File: src/rtl/ipcsync_pkg.sv
package ipcsync_pkg;
    parameter int DATA_W   = 16;
    parameter int BYTE_W   = 8;
    parameter int NIB_W    = 4;
    parameter int NSIDE    = 2;
    parameter int IEN_BIT  = 14;
    parameter int SEND_BIT = 13;
    parameter int OUT_LSB  = 8;
    parameter int IN_LSB   = 0;
    localparam int NBYTE   = DATA_W / BYTE_W;

    typedef struct packed {
        logic             ien;
        logic [NIB_W-1:0] onib;
        logic [NIB_W-1:0] inib;
    } side_t;

    typedef struct packed {
        side_t [NSIDE-1:0] side;
        logic  [NSIDE-1:0] ring;
    } state_t;
endpackage

File: src/rtl/ipcsync_merge.sv
module ipcsync_merge #(
    parameter int DATA_W = 16,
    parameter int BYTE_W = 8,
    localparam int NBYTE = DATA_W / BYTE_W
) (
    input  logic [NBYTE-1:0]  be,
    input  logic [DATA_W-1:0] wdata,
    input  logic [DATA_W-1:0] cur,
    output logic [DATA_W-1:0] merged
);
    for (genvar g = 0; g < NBYTE; g++) begin : g_lane
        assign merged[g*BYTE_W +: BYTE_W] = be[g] ? wdata[g*BYTE_W +: BYTE_W]
                                                  : cur[g*BYTE_W +: BYTE_W];
    end
endmodule

File: src/rtl/ipcsync_view.sv
module ipcsync_view
    import ipcsync_pkg::*;
(
    input  side_t             st,
    output logic [DATA_W-1:0] word
);
    always_comb begin
        word                     = '0;
        word[IEN_BIT]            = st.ien;
        word[OUT_LSB +: NIB_W]   = st.onib;
        word[IN_LSB +: NIB_W]    = st.inib;
    end
endmodule

File: src/rtl/ipcsync_pair.sv
module ipcsync_pair
    import ipcsync_pkg::*;
(
    input  logic              clk,
    input  logic              rst_n,
    input  logic              a_wr,
    input  logic [NBYTE-1:0]  a_be,
    input  logic [DATA_W-1:0] a_wdata,
    output logic [DATA_W-1:0] a_rdata,
    output logic              a_ring,
    input  logic              b_wr,
    input  logic [NBYTE-1:0]  b_be,
    input  logic [DATA_W-1:0] b_wdata,
    output logic [DATA_W-1:0] b_rdata,
    output logic              b_ring
);
    state_t st_d, st_q;

    logic [NSIDE-1:0]             wr;
    logic [NSIDE-1:0][NBYTE-1:0]  be;
    logic [NSIDE-1:0][DATA_W-1:0] wd;
    logic [NSIDE-1:0][DATA_W-1:0] view;
    logic [NSIDE-1:0][DATA_W-1:0] merged;

    assign wr = {b_wr, a_wr};
    assign be = {b_be, a_be};
    assign wd = {b_wdata, a_wdata};

    for (genvar s = 0; s < NSIDE; s++) begin : g_side
        ipcsync_view u_view (
            .st   (st_q.side[s]),
            .word (view[s])
        );
        ipcsync_merge #(.DATA_W(DATA_W), .BYTE_W(BYTE_W)) u_merge (
            .be     (be[s]),
            .wdata  (wd[s]),
            .cur    (view[s]),
            .merged (merged[s])
        );
    end

    always_comb begin
        st_d      = st_q;
        st_d.ring = '0;
        for (int s = 0; s < NSIDE; s++) begin
            if (wr[s]) begin
                st_d.side[s].ien                = merged[s][IEN_BIT];
                st_d.side[s].onib               = merged[s][OUT_LSB +: NIB_W];
                st_d.side[NSIDE-1-s].inib       = merged[s][OUT_LSB +: NIB_W];
                st_d.ring[s] = merged[s][SEND_BIT] & st_q.side[NSIDE-1-s].ien;
            end
        end
    end

    always_ff @(posedge clk) begin
        if (!rst_n) st_q <= '0;
        else        st_q <= st_d;
    end

    assign a_rdata = view[0];
    assign b_rdata = view[1];
    assign a_ring  = st_q.ring[0];
    assign b_ring  = st_q.ring[1];

    logic unused_bits;
    assign unused_bits = ^{merged[0][DATA_W-1], merged[0][12], merged[0][OUT_LSB-1:0],
                           merged[1][DATA_W-1], merged[1][12], merged[1][OUT_LSB-1:0]};
endmodule

File: config.mk
export PLATFORM = sky130hd
export DESIGN_NAME = ipcsync_pair
export DESIGN_NICKNAME = d
export VERILOG_FILES = /design/src/rtl/ipcsync_pkg.sv /design/src/rtl/ipcsync_merge.sv /design/src/rtl/ipcsync_view.sv /design/src/rtl/ipcsync_pair.sv
export SDC_FILE = /design/constraint.sdc
export NUM_CORES = 1
export LEC_CHECK = 0
export ABC_CLOCK_PERIOD_IN_PS = 1300
export BUFFER_PORTS_ARGS = -buffer_cell sky130_fd_sc_hd__buf_4
export CORE_UTILIZATION = 34
export DETAILED_ROUTE_END_ITERATION = 8
export GPL_ROUTABILITY_DRIVEN = 0
export PLACE_DENSITY = 0.89
export SYNTH_ARGS = -nofsm -noshare
export SYNTH_HDL_FRONTEND = slang
export SYNTH_SLANG_ARGS = --single-unit
File: constraint.sdc
create_clock -name clk -period 1.3 [get_ports clk]
set_input_delay 0.26 -clock clk [delete_from_list [all_inputs] [get_ports clk]]
set_output_delay 0.26 -clock clk [all_outputs]
set_load 0.01 [all_outputs]
# After elaboration in Yosys (flattened, before gate mapping)
# Cells that the tools add are included.
op_classes:
  n_reduce_logical: 4
  n_bitwise: 2
  mux: 2
op_table:
  columns: ["cell", "n"]
  rows:
  - ["2-to-1 mux 6 bit", 2]
  - ["AND reduction 2 bit", 4]
  - ["bitwise AND 1 bit", 2]
totals:
  register_bits: 12
  output_inout_bits: 34
  inputBits: 40
  wordCells: 14

# Depth between registers and ports, before layout
logic_depth:
  ltp_word: 2
  ltp_mapped: 3
  mapped_depth_nobuf: 2

# Cells and area by module
# A second synthesis with hierarchy kept.
unflattened:
  cells_unflattened: 107
  hier_area_um2: 1223.7
by_module_without_submodules:
  columns: ["module", "area_each_um2", "cells_per_inst", "instances", "seq_area_each_um2"]
  rows:
  - ["ipcsync_merge", 262.8, 18, 2, 0.0]
  - ["ipcsync_pair", 450.4, 37, 1, 240.2]
  - ["ipcsync_view", 123.9, 17, 2, 0.0]

# Worst setup path before layout
# Ideal clock, no wire load.
synth_timing:
  path_type: "reg-to-output"
  startpoint: "register st_q[11] (netlist name)"
  endpoint: "output port b_rdata[0]"
  path_buffers: 1
  arrival_time_ns: 0.506
  path_slack_ns: 0.534
  path_stages_with_launch: 2
  required_time_ns: 1.040
  path_cell_list: "dfxtp_1 > buf_4"
synth_rtl:
  columns: ["item", "line_no", "text"]
  rows:
  - ["start, declared", "ipcsync_pair.sv:17", "state_t st_d, st_q;"]
  - ["start signal, assigned", "ipcsync_pair.sv:57", "else st_q <= st_d;"]
  - ["end, declared", "ipcsync_pair.sv:14", "output logic [DATA_W-1:0] b_rdata,"]
# No word-level cell between the ends.

# Worst setup path in the final report
layout_timing:
  startpoint: "register st_q[10] (netlist name)"
  endpoint: "output port a_rdata[14]"
layout_rtl:
  columns: ["item", "line_no", "text"]
  rows:
  - ["end, declared", "ipcsync_pair.sv:9", "output logic [DATA_W-1:0] a_rdata,"]
# No word-level cell between the ends.

==> results by group <==
Detailed routing
  – Routed vias: about 550
  – Vias/cell: between 4 and 5
  – DRT Pass-1 Iters: 8
  – DR DRC count: 6
  – Routed len/inst: just under 10 um
  – WL final: 1.12 mm
  – DRT antenna net count: 0
  – DRT iter0 DRCs: 12

Floorplan
  – Die Ht: between 40 and 50 um
  – Die width: ~44 um
  – Core ar.: 1580 um^2
  – # IOs: between 70 and 80
  – Starting Density: 0.383
  – Die area: just under 2000 um^2
  – Row cnt: 14

GRT
  – Antenna violations before repair: 0
  – All-layer global routing usage: 0.109
  – Largest net degree at the start of global routing: 23
  – First-pass GRT wire length: between 1.5 and 2 mm
  – Vias in the first global route: a little under 400
  – Grt ovf: 0

Timing
  – Final hold slack: 223 ps
  – Final Skew: around 2.3 ps
  – Setup TNS: 0 ps
  – Slack of the critical path: a little under 300 ps
  – Slew Limit Fails: 0
  – Part of the cycle the worst path needs: 0.778
  – Final setup fails: 0
  – RSZ-0062 raised after global routing: no
  – Max frequency: roughly 0.99 GHz
  – Hold Violations, Final: 0
  – Final period demand of the worst path: between 1000 and 1500 ps

Clock network
  – Clock sinks: 12
  – CTS Root Cell: clkbuf_4
  – Clk slew on worst S/H paths: approximately 70 ps
  – Clk buf depth: 2
  – Count of cells resized by post-cts repair: 0
  – CTS Hold Buffers Added: 0
  – CTS H-tree depth: 1
  – Post-CTS Setup Repair Bufs: 0
  – Num CTS Buffers: 3
  – Worst-Skew Late Latency: between 200 and 300 ps
  – CTS tree: built

Critical path
  – Crit path largest cell delay: 350 ps
  – Crit path buf inv count: 1
  – Delay-heaviest family, CP: flip-flops
  – Critical-path cell list: buf_4
  – Startpoint type of the worst setup path: flop
  – Crit-path max FO: 3
  – Slowest cell on the critical path: dfxtp_1
  – Critical path capture point type: primary output
  – Worst EP required: approximately 1000 ps
  – CP Class: flop to primary output
  – Crit path arrival time: 750 ps

Synth
  – Top cells by count, synth: 22 x buf_4, 12 x dfxtp_1, 10 x nand2_1, 10 x nand4_1, 10 x o21ai_0
  – Synth area leaders: dfxtp_1 40%, buf_4 27%, nand4_1 10%
  – Area leader, netlist: dfxtp_1
  – Synth unique cells: 9
  – Gate count of the mapped netlist: just over 70
  – Synth async-reset ratio: 0
  – Seq cells post-synth: 12
  – Synth warn: 0
  – Top-count cell post-synth: buf_4
  – Mapped Area: around 600 um^2
  – Yosys top cell area share: 0.398
  – Syn_area_per_cell: approximately 8.5 um^2
  – Post-synth EDFFs: 0
  – Register area share after synthesis: 0.398
  – Post-synth top flop: dfxtp_1

Finish
  – Final Util: 0.506
  – Area delta synth->final: 32.1%
  – Final #Nets: between 100 and 150
  – Diode count: 0
  – Layout cells sized above 1: 0.420

Placed design
  – Place WS: about 420 ps
  – Port bufs: 37
  – Dpl hpwl: between 800 and 900 um

Pwr
  – Power per cell area: between 900 and 1000 nW/um^2
  – Leakage power: between 0.3 and 0.4 nW
  – Worst VDD drop: around 420 uV

Worst hold path
  – Hold Crit Class: input port to flop

Run status
  – Failing checks: DRC
  – Status: finished with violations

Run
  – Maxcap violations: 0
[worst paths after layout]
check / from / endpoint / slack [ps] / depth (start not counted)
setup / recovery: st_q[10] / a_rdata[14] / 290 / 1
hold / removal: b_wdata[11] / st_q[18] / 220 / 3
setup reg to reg: st_q[12] / st_q[12] / 670 / 2
hold reg to reg: st_q[18] / st_q[18] / 470 / 2
[flip-flops by register name (all words and copies together) (netlist names)]
| name | count |
|---|---|
| st_q | 10 |
| b_ring | 1 |
| a_ring | 1 |
[cell type report]
cell class / instances / area, um^2
Timing Repair Buffer: 37 / 278
Sequential cell: 12 / 240
Clock buffer: 3 / 22.5
Fill cell: 146 / 778
Multi-Input combinational cell: 48 / 238
Tap cell: 16 / 20.0
[worst register-to-register path, stage by stage, from the launching register on]
cell and delay, ps:
dfxtp_1 350, nand2_1 60, o21ai_0 150
[metal layers]
metal | wire, um | global-route usage | vias to the layer above
met2 | 536 | 0.188 | 36
met1 | 408 | 0.116 | 241
met5 | 0 | 0 | -
li1 | - | - | 270
met4 | 7 | 0.0545 | 0
met3 | 167 | 0.0408 | 2
[layout by cell type, fill, tap and decap left out]
master,n
buf_4,37
conb_1,14
dfxtp_1,12
nand2_1,10
nand4_1,10
o21ai_0,10
clkbuf_4,3
and2_4,2
and4_1,2
[power by group]
group	switching, mW	internal (mW)
clock	0.105	0.107
combinational	0.0742	0.0752
sequential	0.0105	0.383
[cell families after synthesis]
| family | count (synthesis) | synth area share |
|---|---|---|
| buffers and inverters | 24 | 0.290 |
| other | 1 | 0.00621 |
| DFF | 12 | 0.398 |
| and+or+nand+nor | 24 | 0.224 |
| AOI/OAI and AO/OA | 10 | 0.0828 |
[metrics by stage]
step                      total power [mW]  instances  area, um^2
after floorplan                      0.507         84         653
after global placement               0.548        113         776
after detailed placement             0.551        113         776
after CTS                            0.764        116         798
after global routing                 0.789        116         798
final                                0.755        116         798
No activity file was read; power rests on OpenSTA's default activity.
